File: config.mk
export PLATFORM = sky130hd
export DESIGN_NAME = xmem_seq
export DESIGN_NICKNAME = d
export VERILOG_FILES = /design/src/rtl/xmem_pkg.sv /design/src/rtl/xmem_sync.sv /design/src/rtl/xmem_window.sv /design/src/rtl/xmem_phase.sv /design/src/rtl/xmem_seq.sv
export SDC_FILE = /design/constraint.sdc
export NUM_CORES = 1
export LEC_CHECK = 0
export ABC_AREA = 1
export BUFFER_PORTS_ARGS = -buffer_cell sky130_fd_sc_hd__buf_2
export CELL_PAD_IN_SITES_DETAIL_PLACEMENT = 1
export CELL_PAD_IN_SITES_GLOBAL_PLACEMENT = 1
export CORE_MARGIN = 2
export CORE_UTILIZATION = 40
export CTS_CLUSTER_DIAMETER = 50
export DETAILED_ROUTE_END_ITERATION = 8
export PLACE_DENSITY = 0.89
export SETUP_SLACK_MARGIN = 0.4
export SKIP_LAST_GASP = 1
export SYNTH_ARGS = -nofsm -noshare
export SYNTH_HDL_FRONTEND = slang
export SYNTH_HIERARCHICAL = 1
export SYNTH_SLANG_ARGS = --single-unit
export TNS_END_PERCENT = 5
File: constraint.sdc
create_clock -name clk -period 3.99 [get_ports clk]
set_input_delay 0.9975 -clock clk [delete_from_list [all_inputs] [get_ports clk]]
set_output_delay 0.9975 -clock clk [all_outputs]
set_load 0.02 [all_outputs]
File: src/rtl/xmem_pkg.sv
package xmem_pkg;
   typedef enum logic [1:0] {
      SQ_IDLE = 2'd0,
      SQ_EXT  = 2'd1,
      SQ_INT  = 2'd2,
      SQ_DONE = 2'd3
   } sq_state_e;

   // states within one machine cycle; order is behaviour
   localparam logic [1:0] PH_C1 = 2'd0;
   localparam logic [1:0] PH_C2 = 2'd1;
   localparam logic [1:0] PH_C3 = 2'd2;
   localparam logic [1:0] PH_C4 = 2'd3;
endpackage

File: src/rtl/xmem_sync.sv
module xmem_sync #(
   parameter int   STAGES  = 2,
   parameter logic RST_VAL = 1'b1
) (
   input  logic clk,
   input  logic rst_n,
   input  logic d,
   output logic q
);
   if (STAGES < 0 || STAGES > 8) begin : g_bad_stages
      $error("xmem_sync: STAGES out of range");
   end

   if (STAGES == 0) begin : g_bypass
      assign q = d;
   end else begin : g_chain
      logic [STAGES-1:0] ff;
      always_ff @(posedge clk or negedge rst_n) begin
         if (!rst_n) begin
            ff <= {STAGES{RST_VAL}};
         end else begin
            ff[0] <= d;
            for (int i = 1; i < STAGES; i++) begin
               ff[i] <= ff[i-1];
            end
         end
      end
      assign q = ff[STAGES-1];
   end
endmodule

File: src/rtl/xmem_window.sv
module xmem_window #(
   parameter int ADDR_W    = 16,
   parameter int RAM_WORDS = 1024,
   parameter bit HAS_RAM   = 1'b1
) (
   input  logic [ADDR_W-1:0] addr,
   input  logic              ram_en,
   output logic              hit
);
   localparam int RAM_AW = $clog2(RAM_WORDS);

   if ((1 << RAM_AW) != RAM_WORDS) begin : g_bad_pow2
      $error("xmem_window: RAM_WORDS must be a power of two");
   end
   if (RAM_AW >= ADDR_W) begin : g_bad_size
      $error("xmem_window: window must be smaller than the address space");
   end

   if (HAS_RAM) begin : g_ram
      localparam logic [ADDR_W-1:0] LIMIT = ADDR_W'(RAM_WORDS);
      assign hit = ram_en && (addr < LIMIT);
   end else begin : g_no_ram
      assign hit = 1'b0;
   end
endmodule

File: src/rtl/xmem_phase.sv
module xmem_phase #(
   parameter int MC_W = 4
) (
   input  logic            clk,
   input  logic            rst_n,
   input  logic            start,
   input  logic            run,
   input  logic            hold_mc,
   output logic [1:0]      ph,
   output logic [MC_W-1:0] mc
);
   import xmem_pkg::*;

   if (MC_W < 2) begin : g_bad_w
      $error("xmem_phase: MC_W too small");
   end

   always_ff @(posedge clk or negedge rst_n) begin
      if (!rst_n) begin
         ph <= PH_C1;
         mc <= '0;
      end else if (start) begin
         ph <= PH_C1;
         mc <= '0;
      end else if (run) begin
         ph <= ph + 2'd1;
         if (ph == PH_C4 && !hold_mc) begin
            mc <= mc + MC_W'(1);
         end
      end
   end

   AST_PHASE_FROZEN: assert property (@(posedge clk) disable iff (!rst_n)
      (!run && !start) |=> $stable(ph));
endmodule

File: src/rtl/xmem_seq.sv
module xmem_seq #(
   parameter int DATA_W      = 8,
   parameter int STRETCH_W   = 3,
   parameter int RAM_WORDS   = 1024,
   parameter bit HAS_RAM     = 1'b1,
   parameter int SYNC_STAGES = 2
) (
   input  logic                          clk,
   input  logic                          rst_n,
   input  logic                          req,
   input  logic                          req_wr,
   input  logic                          req_indirect,
   input  logic [DATA_W-1:0]             ri_ptr,
   input  logic [DATA_W-1:0]             p2_latch,
   input  logic [2*DATA_W-1:0]           dptr,
   input  logic [DATA_W-1:0]             wdata,
   input  logic [STRETCH_W-1:0]          stretch,
   input  logic                          wait_en,
   input  logic                          ram_en,
   input  logic                          wait_n,
   output logic                          busy,
   output logic                          done,
   output logic [DATA_W-1:0]             rdata,
   output logic                          ale,
   output logic [DATA_W-1:0]             ad_out,
   output logic                          ad_oe,
   input  logic [DATA_W-1:0]             ad_in,
   output logic [DATA_W-1:0]             a_hi,
   output logic                          rd_n,
   output logic                          wr_n,
   output logic                          int_req,
   output logic                          int_we,
   output logic [$clog2(RAM_WORDS)-1:0]  int_addr,
   output logic [DATA_W-1:0]             int_wdata,
   input  logic [DATA_W-1:0]             int_rdata
);
   import xmem_pkg::*;

   localparam int ADDR_W = 2 * DATA_W;
   localparam int RAM_AW = $clog2(RAM_WORDS);
   localparam int MC_W   = STRETCH_W + 1;

   if (DATA_W < 4) begin : g_bad_data
      $error("xmem_seq: DATA_W too small");
   end
   if (STRETCH_W < 1 || STRETCH_W > 6) begin : g_bad_stretch
      $error("xmem_seq: STRETCH_W out of range");
   end

   sq_state_e            state;
   logic [1:0]           ph;
   logic [MC_W-1:0]      mc;
   logic [MC_W-1:0]      last_mc;
   logic                 wr_q;
   logic                 wen_q;
   logic [DATA_W-1:0]    wdata_q;
   logic                 end_flag;
   logic                 wait_q;
   logic                 hit;
   logic [ADDR_W-1:0]    req_addr;
   logic                 accept;
   logic                 wait_act;
   logic                 is_last;
   logic                 ext_end;
   logic                 run;
   logic                 mc0_c4;

   assign req_addr = req_indirect ? {p2_latch, ri_ptr} : dptr;
   assign accept   = req && (state == SQ_IDLE);
   assign run      = (state == SQ_EXT) || (state == SQ_INT);
   assign is_last  = (mc == last_mc);
   assign wait_act = wen_q && !wait_q;
   assign ext_end  = (state == SQ_EXT) && (ph == PH_C3) && is_last && !wait_act;
   assign mc0_c4   = (state == SQ_EXT) && (mc == '0) && (ph == PH_C4);
   assign busy     = (state != SQ_IDLE);
   assign done     = (state == SQ_DONE);

   xmem_window #(
      .ADDR_W   (ADDR_W),
      .RAM_WORDS(RAM_WORDS),
      .HAS_RAM  (HAS_RAM)
   ) i_window (
      .addr  (req_addr),
      .ram_en(ram_en),
      .hit   (hit)
   );

   xmem_sync #(
      .STAGES (SYNC_STAGES),
      .RST_VAL(1'b1)
   ) i_wait_sync (
      .clk  (clk),
      .rst_n(rst_n),
      .d    (wait_n),
      .q    (wait_q)
   );

   xmem_phase #(
      .MC_W(MC_W)
   ) i_phase (
      .clk    (clk),
      .rst_n  (rst_n),
      .start  (accept),
      .run    (run),
      .hold_mc(is_last),
      .ph     (ph),
      .mc     (mc)
   );

   // sequencing
   always_ff @(posedge clk or negedge rst_n) begin
      if (!rst_n) begin
         state    <= SQ_IDLE;
         last_mc  <= '0;
         wr_q     <= 1'b0;
         wen_q    <= 1'b0;
         wdata_q  <= '0;
         end_flag <= 1'b0;
      end else begin
         if (accept) begin
            last_mc  <= {1'b0, stretch} + MC_W'(1);
            wr_q     <= req_wr;
            wen_q    <= wait_en;
            wdata_q  <= wdata;
            end_flag <= 1'b0;
         end else if (ext_end) begin
            end_flag <= 1'b1;
         end
         case (state)
            SQ_IDLE: if (accept) state <= hit ? SQ_INT : SQ_EXT;
            SQ_EXT:  if (ph == PH_C4 && end_flag) state <= SQ_DONE;
            SQ_INT:  if (ph == PH_C4) state <= SQ_DONE;
            default: state <= SQ_IDLE;
         endcase
      end
   end

   // external bus pins
   always_ff @(posedge clk or negedge rst_n) begin
      if (!rst_n) begin
         ale    <= 1'b0;
         ad_out <= '0;
         ad_oe  <= 1'b0;
         a_hi   <= '0;
         rd_n   <= 1'b1;
         wr_n   <= 1'b1;
      end else if (accept && !hit) begin
         ale    <= 1'b1;
         ad_out <= req_addr[DATA_W-1:0];
         ad_oe  <= 1'b1;
         a_hi   <= req_addr[ADDR_W-1:DATA_W];
      end else begin
         if (state == SQ_EXT && mc == '0 && ph == PH_C2) begin
            ale <= 1'b0;
         end
         if (mc0_c4) begin
            ad_oe <= wr_q;
            rd_n  <= wr_q;
            wr_n  <= !wr_q;
            if (wr_q) ad_out <= wdata_q;
         end
         if (ext_end) begin
            rd_n <= 1'b1;
            wr_n <= 1'b1;
         end
         if (state == SQ_EXT && ph == PH_C4 && end_flag) begin
            ad_oe <= 1'b0;
         end
      end
   end

   // internal RAM port and read capture
   always_ff @(posedge clk or negedge rst_n) begin
      if (!rst_n) begin
         int_req   <= 1'b0;
         int_we    <= 1'b0;
         int_addr  <= '0;
         int_wdata <= '0;
         rdata     <= '0;
      end else begin
         int_req <= accept && hit;
         if (accept && hit) begin
            int_we    <= req_wr;
            int_addr  <= req_addr[RAM_AW-1:0];
            int_wdata <= wdata;
         end
         if (ext_end && !wr_q) begin
            rdata <= ad_in;
         end else if (state == SQ_INT && ph == PH_C4 && !wr_q) begin
            rdata <= int_rdata;
         end
      end
   end

   AST_STROBE_EXCL: assert property (@(posedge clk) disable iff (!rst_n)
      !(!rd_n && !wr_n));
   AST_STROBE_AFTER_ADDR: assert property (@(posedge clk) disable iff (!rst_n)
      (!rd_n || !wr_n) |-> (mc != '0 && !ale));
   AST_DONE_AFTER_STROBE: assert property (@(posedge clk) disable iff (!rst_n)
      ($rose(rd_n) || $rose(wr_n)) |=> done);
   AST_ALE_FIRST: assert property (@(posedge clk) disable iff (!rst_n)
      ale |-> (mc == '0 && (ph == PH_C1 || ph == PH_C2)));
   AST_INT_QUIET: assert property (@(posedge clk) disable iff (!rst_n)
      (state == SQ_INT) |-> (rd_n && wr_n && !ale && !ad_oe && $stable(a_hi)));
   AST_DONE_PULSE: assert property (@(posedge clk) disable iff (!rst_n)
      done |=> !done);
   AST_HIGH_ADDR_HELD: assert property (@(posedge clk) disable iff (!rst_n)
      (state == SQ_EXT && !(mc == '0 && ph == PH_C1)) |-> $stable(a_hi));
endmodule

### Word level (Yosys, flattened, before mapping)

Index checks and enable logic that the tools add are counted.

| cells by class | value |
|---|---|
| add/sub/neg operators | 3 |
| $lt $le $gt $ge | 1 |
| eq/ne operators | 10 |
| mux-type cells | 26 |
| bitwise logic cells | 1 |
| reductions and logical operators | 40 |

Operators with widths:

| kind | count |
|---|---|
| 2-to-1 mux 8 bit | 5 |
| logical AND 1 bit | 18 |
| nonzero test 2 bit | 9 |
| < comparator 16 x 11 -> 1 bit (second input constant) | 1 |
| 2-to-1 mux 16 bit | 1 |
| 2-to-1 mux 2 bit | 6 |
| 2-to-1 mux 4 bit | 3 |
| 2-to-1 mux 1 bit | 10 |
| equality test 2 bit (second input constant) | 4 |
| one-hot mux 2 bit (3 select lines) | 1 |
| AND reduction 2 bit | 3 |
| zero test 1 bit | 5 |
| adder 3 x 1 -> 4 bit (second input constant) | 1 |
| adder 4 x 1 -> 4 bit (second input constant) | 1 |
| equality test 2 x 1 -> 1 bit (second input constant) | 2 |
| equality test 4 bit | 1 |
| zero test 4 bit | 1 |
| inequality test 2 x 1 -> 1 bit (second input constant) | 2 |
| AND reduction 3 bit | 1 |
| nonzero test 3 bit | 1 |
| adder 2 x 1 -> 2 bit (second input constant) | 1 |
| zero test 2 bit | 1 |
| inequality test 2 bit (second input constant) | 1 |
| logical OR 1 bit | 1 |
| inverter 1 bit | 1 |

| storage, ports and cells | value |
|---|---|
| register bits after elaboration | 73 |
| input bits | 67 |
| output and inout bits | 50 |
| word-level logic and storage cells | 101 |

### Longest topological paths before layout

Gate-level depths: netlist of run 1.

| depth | value |
|---|---|
| depth after elaboration | 7 |
| gate-level depth with buffers | 12 |
| gate-level depth less buffers | 10 |

### Cells and area by module

Netlist of run 1, hierarchy kept.

Modules (own cells, without submodules):

| module | instances | cells each | area an instance (um^2) | sequential area each (um^2) |
|---|---|---|---|---|
| xmem_seq | 1 | 402 | 3,288.2 | 1,629.1 |
| xmem_phase | 1 | 34 | 302.8 | 150.1 |
| xmem_sync | 1 | 2 | 52.6 | 52.6 |
| xmem_window | 1 | 6 | 22.5 | 0.0 |

### Worst setup path before layout of run 1

OpenSTA, ideal clock, no wires.

| timing path | value |
|---|---|
| kind | in2reg |
| from | in req_indirect |
| to | reg int_wdata[1] |
| library setup time | 0.127 ns |
| data arrival time | 2.665 ns |
| data required time | 3.863 ns |
| setup slack | 1.198 ns |
| cell stages on the path | 12 |
| path buffers | 3 |
| path through | buf_2 -> buf_6 -> mux2_2 -> nor2_1 -> nand2_1 -> nor2_1 -> inv_2 -> nor2_1 -> inv_1 -> buf_2 -> nand2_1 -> o21ai_0 |

| between the ends | value |
|---|---|
| cells in the longest elaborated chain, start to end | 4 |

Ends and longest elaborated chain:

| element | line | source |
|---|---|---|
| start: declaration | xmem_seq.sv:12 | `input logic req_indirect,` |
| 2-to-1 mux 16 bit | xmem_seq.sv:68 | `assign req_addr = req_indirect ? {p2_latch, ri_ptr} : dptr;` |
| net req_addr[10] | xmem_seq.sv:60 | `logic [ADDR_W-1:0] req_addr;` |
| < comparator 16 x 11 -> 1 bit | xmem_window.sv:21 | `assign hit = ram_en && (addr < LIMIT);` |
| logical AND 1 bit | xmem_window.sv:21 |  |
| net hit | xmem_seq.sv:59 | `logic hit;` |
| logical AND 1 bit | xmem_seq.sv:182 | `if (accept && hit) begin` |
| end signal: assignment | xmem_seq.sv:185 | `int_wdata <= wdata;` |
| end: declaration | xmem_seq.sv:34 | `output logic [DATA_W-1:0] int_wdata,` |

The timed path passes the listed nets, and every way through them passes these cells.
A chain may end at the register's enable or synchronous reset.

### Worst setup path after layout of run 1

| timing path | value |
|---|---|
| from | in req_indirect |
| to | reg ad_out[2] |

| between the ends | value |
|---|---|
| cells in the longest elaborated chain, start to end | 7 |
| elaborated cells on any way between the ends | 9 |
| those cells by class | order compare: 1; mux: 2; reduce/logical: 6 |

Ends and longest elaborated chain:

| element | line | source |
|---|---|---|
| 2-to-1 mux 16 bit (*) | xmem_seq.sv:68 |  |
| net req_addr[10] | xmem_seq.sv:60 |  |
| < comparator 16 x 11 -> 1 bit (*) | xmem_window.sv:21 |  |
| logical AND 1 bit (*) | xmem_window.sv:21 |  |
| net hit | xmem_seq.sv:59 |  |
| zero test 1 bit (*) | xmem_seq.sv:147 | `end else if (accept && !hit) begin` |
| logical AND 1 bit (*) | xmem_seq.sv:147 |  |
| nonzero test 2 bit (no line) | n/a |  |
| AND reduction 2 bit (no line) | n/a |  |
| end signal: assignment | xmem_seq.sv:149 | `ad_out <= req_addr[DATA_W-1:0];` |
| end signal: assignment | xmem_seq.sv:160 | `if (wr_q) ad_out <= wdata_q;` |
| end: declaration | xmem_seq.sv:25 | `output logic [DATA_W-1:0] ad_out,` |

The timed path passes the listed nets; every way through them passes the cells marked *.

==> results of run 1 <==
## cell usage after synthesis, drive strengths merged
cell type / n
a21oi: 7
a31oi: 1
buf: 13
dfrtp: 69
dfstp: 4
ha: 7
inv: 50
mux2: 16
nand2: 179
nand3: 24
nand4: 10
nor2: 22
nor3: 3
o21ai: 36
xnor2: 2
xor2: 1
## where the power goes
group          total (W)  switching [W]  leakage, nW  internal, W
logic            0.00134       0.000909         1.50     0.000432
registers        0.00117       0.000166        0.922      0.00100
clock network   0.000496       0.000277       0.0846     0.000219
total            0.00301        0.00135         2.51      0.00165
## logic make-up (layout without fill, tap and decap cells)
| family | after synthesis | after routing | share of synthesized area |
|---|---|---|---|
| AND/OR/NAND/NOR | 238 | 238 | 0.285 |
| flip-flops | 73 | 73 | 0.500 |
| buffers and inverters | 63 | 182 | 0.0730 |
| AO/OA/AOI/OAI | 44 | 44 | 0.0604 |
| multiplexers | 16 | 16 | 0.0512 |
| adder cells (fa/ha/maj) | 7 | 7 | 0.0239 |
| XOR/XNOR | 3 | 3 | 0.00717 |
## registers in the layout, indices dropped and copies added, names as in the netlist, 2 cells and up
name / cells
a_hi: 8
ad_out: 8
i_phase/mc: 4
i_phase/ph: 2
i_wait_sync/g_chain.ff: 2
int_addr: 10
int_wdata: 8
last_mc: 4
rdata: 8
state: 2
wdata_q: 8
## worst min path at each step
stage / startpoint / endpoint / slack (ns) / cells past startpoint
2_1_floorplan: i_wait_sync/g_chain.ff[0]$_DFF_PN1_ / i_wait_sync/g_chain.ff[1]$_DFF_PN1_ / 0.35 / 0
3_3_place_gp: i_wait_sync/g_chain.ff[0]$_DFF_PN1_ / i_wait_sync/g_chain.ff[1]$_DFF_PN1_ / 0.35 / 0
3_5_place_dp: i_wait_sync/g_chain.ff[0]$_DFF_PN1_ / i_wait_sync/g_chain.ff[1]$_DFF_PN1_ / 0.35 / 0
4_1_cts: i_wait_sync/g_chain.ff[0]$_DFF_PN1_ / i_wait_sync/g_chain.ff[1]$_DFF_PN1_ / 0.35 / 0
5_1_grt: i_wait_sync/g_chain.ff[0]$_DFF_PN1_ / i_wait_sync/g_chain.ff[1]$_DFF_PN1_ / 0.35 / 0
6_report: i_wait_sync/g_chain.ff[0]$_DFF_PN1_ / i_wait_sync/g_chain.ff[1]$_DFF_PN1_ / 0.35 / 0
## per-stage QoR
stage | setup slack, ns | cell area, sq um | hold slack (ns) | util | total power, W
3_5_place_dp | 0.585 | 4310 | 0.351 | 0.490 | 0.00253
6_report | 0.910 | 4470 | 0.349 | 0.508 | 0.00301
4_1_cts | 0.937 | 4470 | 0.349 | 0.508 | 0.00303
2_1_floorplan | 1.20 | 3670 | 0.345 | - | 0.00207
5_1_grt | 0.690 | 4470 | 0.350 | 0.508 | 0.00325
3_3_place_gp | 0.744 | 4310 | 0.346 | 0.490 | 0.00243
## final cells by class
type / count / area (sq um) / area share
multi-input cells: 308 / 1570 / 0.350
repair buffers: 117 / 591 / 0.132
well taps: 108 / 135 / 0.0302
inverters: 50 / 188 / 0.0420
clock buffers: 9 / 124 / 0.0277
flip-flops and latches: 73 / 1830 / 0.410
clock inverters: 6 / 36.3 / 0.00811
## worst reg2reg max path, stage by stage, from the launching register on
cell                      delay, ns
sky130_fd_sc_hd__dfrtp_1       0.41
sky130_fd_sc_hd__inv_1         0.12
sky130_fd_sc_hd__ha_1          0.25
sky130_fd_sc_hd__nand2_2       0.19
sky130_fd_sc_hd__nor2_4        0.48
sky130_fd_sc_hd__inv_2         0.34
sky130_fd_sc_hd__nand2_1       0.32
sky130_fd_sc_hd__nand2_1       0.12
sky130_fd_sc_hd__nand2_1       0.07
## routing by layer
layer,track usage,share of wire,wire length (microns)
met2,0.389,0.51,5380
met3,0.0351,0.038,401
met4,0.0569,0.012,133
met5,0,0,0
met1,0.296,0.44,4730
==> impl_results.html, run 1 <==
<table>
<tr><th>Metric</th><th>Value</th></tr>
<tr><th colspan="2">Logic synthesis</th></tr>
<tr><td>Total number of yosys warnings</td><td>6</td></tr>
<tr><td>Cell types with the largest area share after synthesis</td><td>sky130_fd_sc_hd__dfrtp_1, sky130_fd_sc_hd__nand2_1, sky130_fd_sc_hd__inv_1</td></tr>
<tr><td>Cell Area, Synth</td><td>~3700 sq um</td></tr>
<tr><td>Share of the synthesized area in the top cell type</td><td>0.471</td></tr>
<tr><td>Fraction of the yosys area taken by sequential cells</td><td>0.500</td></tr>
<tr><td>Synthesized instance count</td><td>between 400 and 500</td></tr>
<tr><td>Synth cell types</td><td>27</td></tr>
<tr><td>Nets in the synthesized netlist</td><td>approximately 520</td></tr>
<tr><td>Cell accounting for the most synthesized area</td><td>sky130_fd_sc_hd__dfrtp_1</td></tr>
<tr><td>Post-synthesis sequential element count</td><td>73</td></tr>
<tr><td>Synth Area per Inst</td><td>a little over 8 sq um</td></tr>
<tr><th colspan="2">Finish</th></tr>
<tr><td>Layout cells sized above 1</td><td>0.302</td></tr>
<tr><td>Number of standard cells in the final layout excluding fillers</td><td>between 600 and 700</td></tr>
<tr><td>Most frequent standard cell in the layout excluding fill and tap cells</td><td>sky130_fd_sc_hd__nand2_1</td></tr>
<tr><td>Highest-count cells in the layout ignoring fill and taps</td><td>sky130_fd_sc_hd__nand2_1, sky130_fd_sc_hd__buf_2, sky130_fd_sc_hd__dfrtp_1</td></tr>
<tr><td>Syn-to-layout area delta</td><td>22.0%</td></tr>
<tr><td>Count of antenna diodes in the layout</td><td>0</td></tr>
<tr><td>Final Net Count</td><td>between 600 and 700</td></tr>
<tr><td>Final-layout fill cell count</td><td>about 1100</td></tr>
<tr><th colspan="2">Critical path</th></tr>
<tr><td>Levels on crit path</td><td>10</td></tr>
<tr><td>Nature of the critical path startpoint</td><td>primary input</td></tr>
<tr><td>Most common cell type on the critical path</td><td>sky130_fd_sc_hd__nand2_1</td></tr>
<tr><td>Cell family with most CP delay</td><td>simple AND/OR/NAND/NOR gates</td></tr>
<tr><td>Maximum cell stage delay along the critical path</td><td>~0.40 ns</td></tr>
<tr><td>Worst setup slack for register-to-register paths</td><td>1.62 ns</td></tr>
<tr><td>Crit path kind</td><td>in2reg</td></tr>
<tr><td>Crit path launch</td><td>req_indirect</td></tr>
<tr><td>Cells along the critical path</td><td>buf_2 &gt; mux2_2 &gt; nor2_1 &gt; nand2_1 &gt; nor2_1 &gt; nor2_4 &gt; inv_2 &gt; nand2_1 &gt; nand2_1 &gt; nand2_1</td></tr>
<tr><td>Cells on worst reg2reg path</td><td>8</td></tr>
<tr><td>Worst path arrival time</td><td>approximately 3.3 ns</td></tr>
<tr><td>Worst Path Buf+Inv</td><td>2</td></tr>
<tr><td>Crit Reg-Reg Endpoint</td><td>ad_out[2]$_DFFE_PN0P_</td></tr>
<tr><td>Beginning of the worst register-to-register path</td><td>state[1]$_DFFE_PN0P_</td></tr>
<tr><td>Max FO, Critical Path</td><td>25</td></tr>
<tr><td>Critical-path top delay cell</td><td>sky130_fd_sc_hd__mux2_2</td></tr>
<tr><td>Capture point of the critical path</td><td>ad_out[2]$_DFFE_PN0P_</td></tr>
<tr><td>Sort of element at the end of the critical path</td><td>register</td></tr>
<tr><td>Required time reported for the critical path endpoint</td><td>4.22 ns</td></tr>
<tr><th colspan="2">Global routing</th></tr>
<tr><td>Wire length of the first global-routing pass</td><td>around 18000 microns</td></tr>
<tr><td>Number of global-route vias before repair</td><td>~3600</td></tr>
<tr><td>Number of antenna violations at the first check in global routing</td><td>0</td></tr>
<tr><td>Total routing usage reported by global routing</td><td>0.225</td></tr>
<tr><td>Overflow left after global routing</td><td>0</td></tr>
<tr><td>Maximum number of pins on one net before global-route repair</td><td>74</td></tr>
<tr><th colspan="2">Clock network</th></tr>
<tr><td>TritonCTS clock tree</td><td>yes</td></tr>
<tr><td># resized after CTS</td><td>0</td></tr>
<tr><td>Clock latency at the later pin of the worst-skew pair</td><td>roughly 0.34 ns</td></tr>
<tr><td>Root Buffer</td><td>sky130_fd_sc_hd__clkbuf_8</td></tr>
<tr><td>Postcts setup bufs</td><td>0</td></tr>
<tr><td>Number of hold buffers added after cts</td><td>0</td></tr>
<tr><td>Clock-pin slew reported for the worst setup and hold paths after clock tree synthesis</td><td>about 0.080 ns</td></tr>
<tr><td>Sinks on Clock Net</td><td>between 70 and 80</td></tr>
<tr><td>TritonCTS Buffers</td><td>9</td></tr>
<tr><td>Max Root-Sink Buffers</td><td>2</td></tr>
<tr><td>Number of H-tree levels</td><td>3</td></tr>
<tr><th colspan="2">STA</th></tr>
<tr><td>Slew Viols, Final</td><td>0</td></tr>
<tr><td>RSZ-0062 raised after global routing</td><td>no</td></tr>
<tr><td>Time the final worst path needs with I/O delays and setup</td><td>about 3.1 ns</td></tr>
<tr><td>Relative max-transition margin</td><td>0.384</td></tr>
<tr><td>Final Hold Fails</td><td>0</td></tr>
<tr><td>Post-route clock skew</td><td>0.00912 ns</td></tr>
<tr><td>Slew at the pin with the worst max-slew slack</td><td>between 0.9 and 1 ns</td></tr>
<tr><td>Period Utilization, post-route</td><td>0.772</td></tr>
<tr><td>Max frequency</td><td>approximately 320 MHz</td></tr>
<tr><td>Final-layout setup total negative slack</td><td>0 ns</td></tr>
<tr><td>Setup-failing EPs final</td><td>0</td></tr>
<tr><th colspan="2">Place</th></tr>
<tr><td>RePlAce Congestion</td><td>approximately 0.81</td></tr>
<tr><td>Post-Place Cells</td><td>between 600 and 700</td></tr>
<tr><td>Final HPWL from detailed placement</td><td>just over 8000 microns</td></tr>
<tr><td>IO Port Bufs</td><td>between 100 and 150</td></tr>
<tr><th colspan="2">Floorplan</th></tr>
<tr><td>Core area</td><td>between 8000 and 9000 sq um</td></tr>
<tr><td>Vert. Die Dim</td><td>about 100 microns</td></tr>
<tr><td>Number of rows in the core area</td><td>34</td></tr>
<tr><td>Count of pins on the block boundary</td><td>about 120</td></tr>
<tr><td>Effective utilization at floorplan</td><td>0.416</td></tr>
<tr><td>Die Footprint</td><td>roughly 9900 sq um</td></tr>
<tr><td>Overall die width</td><td>between 90 and 100 microns</td></tr>
<tr><th colspan="2">Routing</th></tr>
<tr><td>Post-Route WL</td><td>between 10000 and 15000 microns</td></tr>
<tr><td>Number of antenna-violating nets in the routed design</td><td>0</td></tr>
<tr><td>Drt first-iter violations</td><td>80</td></tr>
<tr><td>Number of optimization iterations in the first detailed-route pass</td><td>4</td></tr>
<tr><td>Number of remaining DRC errors</td><td>0</td></tr>
<tr><td>Via/cell ratio</td><td>~5.0</td></tr>
<tr><td>Routed length per instance</td><td>about 16 microns</td></tr>
<tr><td>Total vias in the final route</td><td>about 3400</td></tr>
<tr><th colspan="2">Power and ir drop</th></tr>
<tr><td>Peak supply drop</td><td>between 0.2 and 0.3 mV</td></tr>
<tr><td>Power Density</td><td>between 600 and 700 nW/um^2</td></tr>
<tr><td>Leakage power summed over all cells</td><td>between 2 and 3 nW</td></tr>
<tr><th colspan="2">Run status</th></tr>
<tr><td>Outcome</td><td>finished clean</td></tr>
<tr><th colspan="2">Flow run</th></tr>
<tr><td>Max-capacitance violation count</td><td>0</td></tr>
<tr><th colspan="2">Worst hold path</th></tr>
<tr><td>Min-delay worst type</td><td>reg2reg</td></tr>
</table>
Note: power is estimated with default switching activity, not from simulation.
==> run 2: changes to the inputs <==
--- a/config.mk
+++ b/config.mk
@@ -10,10 +10,10 @@
 export CELL_PAD_IN_SITES_DETAIL_PLACEMENT = 1
 export CELL_PAD_IN_SITES_GLOBAL_PLACEMENT = 1
 export CORE_MARGIN = 2
-export CORE_UTILIZATION = 40
+export CORE_UTILIZATION = 37
 export CTS_CLUSTER_DIAMETER = 50
 export DETAILED_ROUTE_END_ITERATION = 8
-export PLACE_DENSITY = 0.89
+export PLACE_DENSITY = 0.83
 export SETUP_SLACK_MARGIN = 0.4
 export SKIP_LAST_GASP = 1
 export SYNTH_ARGS = -nofsm -noshare
==> constraint.sdc (replaced) <==
create_clock -name clk -period 2.9 [get_ports clk]
set_input_delay 0.725 -clock clk [delete_from_list [all_inputs] [get_ports clk]]
set_output_delay 0.725 -clock clk [all_outputs]
set_load 0.02 [all_outputs]
==> impl_results.html, run 2 (synthesized netlist as in run 1, its figures left out) <==
<table>
<tr><th>Metric</th><th>Value</th></tr>
<tr><th colspan="2">Worst hold path</th></tr>
<tr><td>Min-delay worst type</td><td>reg2reg</td></tr>
<tr><td>Hold Path Depth</td><td>0</td></tr>
<tr><th colspan="2">Finish</th></tr>
<tr><td>Largest register by flop count</td><td>int_addr</td></tr>
<tr><td>Syn-to-layout area delta</td><td>24.8%</td></tr>
<tr><td>Count of antenna diodes in the layout</td><td>0</td></tr>
<tr><td>Number of flip-flops under the largest register name</td><td>10</td></tr>
<tr><td>Final Net Count</td><td>639</td></tr>
<tr><td>Final core utilization</td><td>0.472</td></tr>
<tr><td>Highest-count cells in the layout ignoring fill and taps</td><td>sky130_fd_sc_hd__nand2_1, sky130_fd_sc_hd__buf_2, sky130_fd_sc_hd__dfrtp_1</td></tr>
<tr><td>Most frequent standard cell in the layout excluding fill and tap cells</td><td>sky130_fd_sc_hd__nand2_1</td></tr>
<tr><td>Final-layout fill cell count</td><td>1234</td></tr>
<tr><td>Area used by multi-input combinational logic</td><td>approximately 1600 sq um</td></tr>
<tr><td>Layout cells sized above 1</td><td>0.314</td></tr>
<tr><td>Register area</td><td>about 1800 sq um</td></tr>
<tr><td>Number of standard cells in the final layout excluding fillers</td><td>703</td></tr>
<tr><th colspan="2">STA</th></tr>
<tr><td>Slew at the pin with the worst max-slew slack</td><td>0.932 ns</td></tr>
<tr><td>Post-route clock skew</td><td>0.0128 ns</td></tr>
<tr><td>Max frequency</td><td>421 MHz</td></tr>
<tr><td>Final-layout setup total negative slack</td><td>0 ns</td></tr>
<tr><td>Relative max-transition margin</td><td>0.378</td></tr>
<tr><td>RSZ-0062 raised after global routing</td><td>yes</td></tr>
<tr><td>Setup-failing EPs final</td><td>0</td></tr>
<tr><td>Period Utilization, post-route</td><td>0.819</td></tr>
<tr><td>Final Hold Fails</td><td>0</td></tr>
<tr><td>Slew Viols, Final</td><td>0</td></tr>
<tr><td>Time the final worst path needs with I/O delays and setup</td><td>~2.4 ns</td></tr>
<tr><th colspan="2">Place</th></tr>
<tr><td>Final HPWL from detailed placement</td><td>slightly below 8000 microns</td></tr>
<tr><td>IO Port Bufs</td><td>around 120</td></tr>
<tr><td>Post-Place Cells</td><td>684</td></tr>
<tr><td>RePlAce Congestion</td><td>around 0.78</td></tr>
<tr><th colspan="2">Power and ir drop</th></tr>
<tr><td>Leakage power summed over all cells</td><td>~2.5 nW</td></tr>
<tr><td>Sequential fraction of design power</td><td>0.385</td></tr>
<tr><td>Peak supply drop</td><td>0.298 mV</td></tr>
<tr><td>Clock network fraction of total power</td><td>0.173</td></tr>
<tr><td>Power Density</td><td>between 900 and 1000 nW/um^2</td></tr>
<tr><td>Design internal power</td><td>0.00230 W</td></tr>
<tr><td>Switch Pwr</td><td>approximately 0.0019 W</td></tr>
<tr><td>Fraction of power spent switching nets</td><td>0.447</td></tr>
<tr><td>Portion of total power attributed to combinational logic</td><td>0.442</td></tr>
<tr><th colspan="2">Floorplan</th></tr>
<tr><td>Overall die width</td><td>approximately 100 microns</td></tr>
<tr><td>Die Footprint</td><td>roughly 11000 sq um</td></tr>
<tr><td>Core area</td><td>just under 10000 sq um</td></tr>
<tr><td>Number of rows in the core area</td><td>36</td></tr>
<tr><td>Vert. Die Dim</td><td>104 microns</td></tr>
<tr><td>Count of pins on the block boundary</td><td>117</td></tr>
<tr><td>Effective utilization at floorplan</td><td>0.379</td></tr>
<tr><th colspan="2">Clock network</th></tr>
<tr><td>Sinks on Clock Net</td><td>73</td></tr>
<tr><td>Root Buffer</td><td>sky130_fd_sc_hd__clkbuf_8</td></tr>
<tr><td>TritonCTS Buffers</td><td>9</td></tr>
<tr><td>Max Root-Sink Buffers</td><td>2</td></tr>
<tr><td>Clock latency at the later pin of the worst-skew pair</td><td>approximately 0.35 ns</td></tr>
<tr><td>Clock-pin slew reported for the worst setup and hold paths after clock tree synthesis</td><td>about 0.080 ns</td></tr>
<tr><td>Number of H-tree levels</td><td>3</td></tr>
<tr><td>TritonCTS clock tree</td><td>yes</td></tr>
<tr><th colspan="2">Routing</th></tr>
<tr><td>Via/cell ratio</td><td>4.82</td></tr>
<tr><td>Post-Route WL</td><td>~10000 microns</td></tr>
<tr><td>Number of antenna-violating nets in the routed design</td><td>0</td></tr>
<tr><td>Drt first-iter violations</td><td>98</td></tr>
<tr><td>Number of optimization iterations in the first detailed-route pass</td><td>4</td></tr>
<tr><td>Routed length per instance</td><td>approximately 15 microns</td></tr>
<tr><td>Number of remaining DRC errors</td><td>0</td></tr>
<tr><td>Total vias in the final route</td><td>about 3400</td></tr>
<tr><th colspan="2">Critical path</th></tr>
<tr><td>Required time reported for the critical path endpoint</td><td>around 3.1 ns</td></tr>
<tr><td>Cells on worst reg2reg path</td><td>8</td></tr>
<tr><td>Crit path kind</td><td>in2reg</td></tr>
<tr><td>Worst setup slack for register-to-register paths</td><td>roughly 0.66 ns</td></tr>
<tr><td>Worst path arrival time</td><td>between 2 and 3 ns</td></tr>
<tr><td>Max FO, Critical Path</td><td>9</td></tr>
<tr><td>Sort of element at the end of the critical path</td><td>register</td></tr>
<tr><td>Nature of the critical path startpoint</td><td>primary input</td></tr>
<tr><th colspan="2">Global routing</th></tr>
<tr><td>Number of global-route vias before repair</td><td>3645</td></tr>
<tr><td>Wire length of the first global-routing pass</td><td>about 18000 microns</td></tr>
<tr><td>Total routing usage reported by global routing</td><td>0.202</td></tr>
<tr><td>Maximum number of pins on one net before global-route repair</td><td>74</td></tr>
<tr><td>Number of antenna violations at the first check in global routing</td><td>0</td></tr>
<tr><td>Overflow left after global routing</td><td>0</td></tr>
<tr><th colspan="2">Run status</th></tr>
<tr><td>Outcome</td><td>finished clean</td></tr>
<tr><th colspan="2">Flow run</th></tr>
<tr><td>Max-capacitance violation count</td><td>0</td></tr>
</table>
-- run 2: cell count changes in the layout (fill, tap and decap cells not counted) --
cell | previous run | this run
sky130_fd_sc_hd__buf_4 | 2 | 6
sky130_fd_sc_hd__clkbuf_1 | 0 | 1
sky130_fd_sc_hd__clkinv_2 | 4 | 1
sky130_fd_sc_hd__clkinv_4 | 1 | 2
sky130_fd_sc_hd__clkinvlp_4 | 1 | 6
sky130_fd_sc_hd__inv_1 | 44 | 43
sky130_fd_sc_hd__nor2_1 | 15 | 13
sky130_fd_sc_hd__nor2_2 | 0 | 1
sky130_fd_sc_hd__nor2_4 | 6 | 7
-- run 2: worst max-delay path: stages --
cell                         delay, ns
sky130_fd_sc_hd__buf_2            0.17
sky130_fd_sc_hd__mux2_2           0.37
sky130_fd_sc_hd__nor2_1           0.13
sky130_fd_sc_hd__nand2_1          0.07
sky130_fd_sc_hd__nor2_2           0.26
sky130_fd_sc_hd__inv_2            0.17
sky130_fd_sc_hd__nor2_4           0.27
sky130_fd_sc_hd__clkinvlp_4       0.25
sky130_fd_sc_hd__nand2_1          0.11
sky130_fd_sc_hd__o21ai_0          0.09
-- run 2: metal layers --
layer,share of wire,routed length (microns),up-vias,GRT usage
li1,-,-,1642,-
met1,0.44,4580,1642,0.250
met2,0.49,5140,90,0.346
met3,0.053,550,14,0.0522
met4,0.017,181,0,0.0618
met5,0,0,-,0
-- run 2: through the flow --
step / cell area, sq um / total power, W / setup slack [ns] / hold slack [ns]
finish: 4570 / 0.00416 / 0.526 / 0.359
global route: 4570 / 0.00451 / 0.369 / 0.364
CTS: 4540 / 0.00420 / 0.489 / 0.360
detailed placement: 4370 / 0.00347 / 0.117 / 0.349
global placement: 4370 / 0.00335 / 0.293 / 0.345
floorplan: 3670 / 0.00285 / 0.458 / 0.345
-- run 2: final timing paths --
check                                                     from                                  end
min in group asynchronous                                rst_n                    int_req$_DFF_PN0_
setup / recovery                                  req_indirect             int_wdata[0]$_DFFE_PN0P_
setup reg to reg                          state[1]$_DFFE_PN0P_                ad_out[7]$_DFFE_PN0P_
hold reg to reg            i_wait_sync/g_chain.ff[0]$_DFF_PN1_  i_wait_sync/g_chain.ff[1]$_DFF_PN1_
max in group asynchronous                                rst_n            i_phase/ph[1]$_DFFE_PN0P_
hold / removal             i_wait_sync/g_chain.ff[0]$_DFF_PN1_  i_wait_sync/g_chain.ff[1]$_DFF_PN1_
-- run 2: repair_timing --
action | 4_1_cts | 5_1_grt
resized for setup | 0 | 5
endpoints found under the setup margin | 0 | 12
buffers inserted | 0 | 1
hold endpoints to repair | 0 | 0
hold buffers | 0 | 0
-- run 2: layout make-up --
class / instances / area share
Multi-Input combinational cell: 308 / 0.345
Clock buffer: 10 / 0.0279
Timing Repair Buffer: 121 / 0.136
Clock inverter: 6 / 0.00985
Sequential cell: 73 / 0.400
Timing Repair inverter: 2 / 0.00328
Tap cell: 133 / 0.0364
Inverter: 50 / 0.0418
-- run 2: power groups by stage --
| stage | clock network (W) | registers (W) | logic [W] |
|---|---|---|---|
| after floorplan | 0 | 0.00184 | 0.00101 |
| after CTS | 0.000732 | 0.00160 | 0.00187 |
| after global routing | 0.000786 | 0.00164 | 0.00208 |
| final | 0.000718 | 0.00160 | 0.00184 |
| after global placement | 0 | 0.00160 | 0.00175 |
| after detailed placement | 0 | 0.00162 | 0.00185 |
==> run 3: changes to the inputs <==
--- a/config.mk
+++ b/config.mk
@@ -5,12 +5,12 @@
 export SDC_FILE = /design/constraint.sdc
 export NUM_CORES = 1
 export LEC_CHECK = 0
-export ABC_AREA = 1
+export ABC_AREA = 0
 export BUFFER_PORTS_ARGS = -buffer_cell sky130_fd_sc_hd__buf_2
 export CELL_PAD_IN_SITES_DETAIL_PLACEMENT = 1
 export CELL_PAD_IN_SITES_GLOBAL_PLACEMENT = 1
 export CORE_MARGIN = 2
-export CORE_UTILIZATION = 37
+export CORE_UTILIZATION = 39
 export CTS_CLUSTER_DIAMETER = 50
 export DETAILED_ROUTE_END_ITERATION = 8
 export PLACE_DENSITY = 0.83
==> constraint.sdc (replaced) <==
create_clock -name clk -period 2.4 [get_ports clk]
set_input_delay 0.6 -clock clk [delete_from_list [all_inputs] [get_ports clk]]
set_output_delay 0.6 -clock clk [all_outputs]
set_load 0.02 [all_outputs]
==> impl_results.html, run 3 <==
<table>
<tr><th>Metric</th><th>Value</th></tr>
<tr><th colspan="2">Floorplan</th></tr>
<tr><td>Core area</td><td>between 8000 and 9000 sq um</td></tr>
<tr><td>Effective utilization at floorplan</td><td>0.398</td></tr>
<tr><td>Vert. Die Dim</td><td>slightly below 100 microns</td></tr>
<tr><td>Number of rows in the core area</td><td>34</td></tr>
<tr><td>Overall die width</td><td>about 100 microns</td></tr>
<tr><td>Count of pins on the block boundary</td><td>117</td></tr>
<tr><td>Die Footprint</td><td>9530 sq um</td></tr>
<tr><th colspan="2">Finish</th></tr>
<tr><td>Layout cells sized above 1</td><td>0.526</td></tr>
<tr><td>Count of antenna diodes in the layout</td><td>0</td></tr>
<tr><td>Highest-count cells in the layout ignoring fill and taps</td><td>sky130_fd_sc_hd__buf_2, sky130_fd_sc_hd__dfrtp_1, sky130_fd_sc_hd__mux2_2</td></tr>
<tr><td>Largest register by flop count</td><td>int_addr</td></tr>
<tr><td>Most frequent standard cell in the layout excluding fill and tap cells</td><td>sky130_fd_sc_hd__buf_2</td></tr>
<tr><td>Final Net Count</td><td>around 490</td></tr>
<tr><td>Number of flip-flops under the largest register name</td><td>10</td></tr>
<tr><td>Area used by multi-input combinational logic</td><td>1600 sq um</td></tr>
<tr><td>Register area</td><td>1830 sq um</td></tr>
<tr><td>Syn-to-layout area delta</td><td>33.4%</td></tr>
<tr><td>Final-layout fill cell count</td><td>between 900 and 1000</td></tr>
<tr><th colspan="2">Clock network</th></tr>
<tr><td>Max Root-Sink Buffers</td><td>2</td></tr>
<tr><td>Clock latency at the later pin of the worst-skew pair</td><td>about 0.35 ns</td></tr>
<tr><td>TritonCTS clock tree</td><td>yes</td></tr>
<tr><td>TritonCTS Buffers</td><td>9</td></tr>
<tr><td>Sinks on Clock Net</td><td>73</td></tr>
<tr><td>Number of hold buffers added after cts</td><td>0</td></tr>
<tr><td>Root Buffer</td><td>sky130_fd_sc_hd__clkbuf_8</td></tr>
<tr><td>Number of H-tree levels</td><td>3</td></tr>
<tr><td>Clock-pin slew reported for the worst setup and hold paths after clock tree synthesis</td><td>roughly 0.090 ns</td></tr>
<tr><th colspan="2">Power and ir drop</th></tr>
<tr><td>Peak supply drop</td><td>~0.46 mV</td></tr>
<tr><td>Leakage power summed over all cells</td><td>2.37 nW</td></tr>
<tr><td>Power Density</td><td>~1200 nW/um^2</td></tr>
<tr><td>Total chip power</td><td>about 0.0053 W</td></tr>
<tr><th colspan="2">Critical path</th></tr>
<tr><td>Nature of the critical path startpoint</td><td>primary input</td></tr>
<tr><td>Cell family with most CP delay</td><td>simple AND/OR/NAND/NOR gates</td></tr>
<tr><td>Cells along the critical path</td><td>buf_8 &gt; mux2_4 &gt; or4b_4 &gt; nor4_4 &gt; buf_4 &gt; nand3b_1 &gt; buf_6 &gt; o22ai_2 &gt; a21oi_2</td></tr>
<tr><td>Required time reported for the critical path endpoint</td><td>between 2 and 3 ns</td></tr>
<tr><td>Worst path arrival time</td><td>2.49 ns</td></tr>
<tr><td>Crit Reg-Reg Endpoint</td><td>rdata[2]$_DFFE_PN0P_</td></tr>
<tr><td>Critical-path top delay cell</td><td>sky130_fd_sc_hd__or4b_4</td></tr>
<tr><td>Crit path kind</td><td>in2reg</td></tr>
<tr><td>Sort of element at the end of the critical path</td><td>register</td></tr>
<tr><td>Worst setup slack for register-to-register paths</td><td>0.43 ns</td></tr>
<tr><td>Capture point of the critical path</td><td>rd_n$_DFFE_PN1P_</td></tr>
<tr><td>Cells on worst reg2reg path</td><td>7</td></tr>
<tr><td>Beginning of the worst register-to-register path</td><td>state[1]$_DFFE_PN0P_</td></tr>
<tr><td>Worst Path Buf+Inv</td><td>3</td></tr>
<tr><td>Crit path launch</td><td>req_indirect</td></tr>
<tr><td>Levels on crit path</td><td>9</td></tr>
<tr><td>Maximum cell stage delay along the critical path</td><td>0.55 ns</td></tr>
<tr><td>Max FO, Critical Path</td><td>5</td></tr>
<tr><th colspan="2">Place</th></tr>
<tr><td>IO Port Bufs</td><td>116</td></tr>
<tr><td>Final HPWL from detailed placement</td><td>roughly 6500 microns</td></tr>
<tr><td>RePlAce Congestion</td><td>roughly 0.75</td></tr>
<tr><td>Worst slack at placement</td><td>-0.344 ns</td></tr>
<tr><th colspan="2">Logic synthesis</th></tr>
<tr><td>Synthesized instance count</td><td>roughly 280</td></tr>
<tr><td>Total number of yosys warnings</td><td>6</td></tr>
<tr><td>Nets in the synthesized netlist</td><td>between 300 and 400</td></tr>
<tr><td>Cell Area, Synth</td><td>around 3400 sq um</td></tr>
<tr><td>Synth Area per Inst</td><td>~12 sq um</td></tr>
<tr><th colspan="2">STA</th></tr>
<tr><td>Post-layout worst setup margin</td><td>0.194 ns</td></tr>
<tr><td>Max frequency</td><td>453 MHz</td></tr>
<tr><td>Slew at the pin with the worst max-slew slack</td><td>approximately 0.59 ns</td></tr>
<tr><td>Time the final worst path needs with I/O delays and setup</td><td>roughly 2.2 ns</td></tr>
<tr><td>Worst hold-check slack</td><td>0.205 ns</td></tr>
<tr><td>Setup-failing EPs final</td><td>0</td></tr>
<tr><td>Relative max-transition margin</td><td>0.603</td></tr>
<tr><td>Slew Viols, Final</td><td>0</td></tr>
<tr><td>Period Utilization, post-route</td><td>0.919</td></tr>
<tr><td>RSZ-0062 raised after global routing</td><td>yes</td></tr>
<tr><td>Post-route clock skew</td><td>between 0.01 and 0.015 ns</td></tr>
<tr><td>Final Hold Fails</td><td>0</td></tr>
<tr><th colspan="2">Global routing</th></tr>
<tr><td>Number of global-route vias before repair</td><td>3061</td></tr>
<tr><td>Wire length of the first global-routing pass</td><td>roughly 15000 microns</td></tr>
<tr><td>Overflow left after global routing</td><td>0</td></tr>
<tr><td>Number of antenna violations at the first check in global routing</td><td>0</td></tr>
<tr><td>Maximum number of pins on one net before global-route repair</td><td>38</td></tr>
<tr><td>Total routing usage reported by global routing</td><td>0.194</td></tr>
<tr><th colspan="2">Routing</th></tr>
<tr><td>Post-Route WL</td><td>~8900 microns</td></tr>
<tr><td>Number of optimization iterations in the first detailed-route pass</td><td>4</td></tr>
<tr><td>Total vias in the final route</td><td>2683</td></tr>
<tr><td>Number of remaining DRC errors</td><td>0</td></tr>
<tr><td>Routed length per instance</td><td>16.9 microns</td></tr>
<tr><td>Drt first-iter violations</td><td>64</td></tr>
<tr><td>Number of antenna-violating nets in the routed design</td><td>0</td></tr>
<tr><td>Via/cell ratio</td><td>roughly 5.1</td></tr>
<tr><th colspan="2">Worst hold path</th></tr>
<tr><td>Min-delay worst type</td><td>in2async</td></tr>
<tr><th colspan="2">Flow run</th></tr>
<tr><td>Max-capacitance violation count</td><td>0</td></tr>
<tr><th colspan="2">Run status</th></tr>
<tr><td>Outcome</td><td>finished clean</td></tr>
</table>
[run 3: worst register-to-register path, delay by kind of cell, from the launching register on]
kind / cells / cell delay (ns)
adders and majority gates: 1 / 0.26
buffers and inverters: 2 / 0.30
muxes: 1 / 0.32
and+or+nand+nor: 3 / 0.55
DFF: 1 / 0.43
[run 3: per-layer routing]
| metal | share of wire | global-route usage | vias up | wire length [microns] |
|---|---|---|---|---|
| met5 | 0 | 0 | - | 0 |
| met4 | 0.012 | 0.0524 | 0 | 111 |
| met3 | 0.044 | 0.0439 | 7 | 394 |
| met2 | 0.54 | 0.353 | 59 | 4780 |
| met1 | 0.41 | 0.231 | 1369 | 3640 |
| li1 | - | - | 1248 | - |
[run 3: cell type report]
cell class / instances / share of cell area
Timing Repair Buffer: 131 / 0.163
Inverter: 6 / 0.00494
Sequential cell: 73 / 0.402
Clock inverter: 7 / 0.0225
Tap cell: 108 / 0.0296
Multi-Input combinational cell: 194 / 0.351
Clock buffer: 9 / 0.0272
[run 3: power by group]
part / internal (W) / total [W] / leakage [nW] / switching, W
Sequential: 0.00167 / 0.00199 / 0.906 / 0.000316
Clock: 0.000596 / 0.00110 / 0.110 / 0.000502
Combinational: 0.000969 / 0.00216 / 1.35 / 0.00120
[run 3: how the worst min path moves through the flow]
stage                                           to  cells after the start                                start
6_report                   int_addr[3]$_DFFE_PN0P_                      1                                rst_n
5_1_grt                    int_addr[2]$_DFFE_PN0P_                      1                                rst_n
4_1_cts                    int_addr[2]$_DFFE_PN0P_                      1                                rst_n
3_5_place_dp   i_wait_sync/g_chain.ff[1]$_DFF_PN1_                      0  i_wait_sync/g_chain.ff[0]$_DFF_PN1_
3_3_place_gp   i_wait_sync/g_chain.ff[1]$_DFF_PN1_                      0  i_wait_sync/g_chain.ff[0]$_DFF_PN1_
2_1_floorplan                  a_hi[0]$_DFFE_PN0P_                      0                                rst_n
[run 3: metrics by stage]
stage,area [sq um],util,setup TNS (ns),std cells
4_1_cts,4550,0.530,0,528
5_1_grt,4560,0.530,0,528
6_report,4560,0.530,0,528
2_1_floorplan,3510,-,-9.72,281
3_3_place_gp,4250,0.494,-8.56,507
3_5_place_dp,4250,0.494,-10.65,507
[run 3: what timing repair did]
action | 4_1_cts | 5_1_grt
gates resized for setup | 12 | 2
gates cloned | 2 | 0
setup buffers | 3 | 0
pin swaps | 6 | 1
endpoints found under the setup margin | 42 | 50
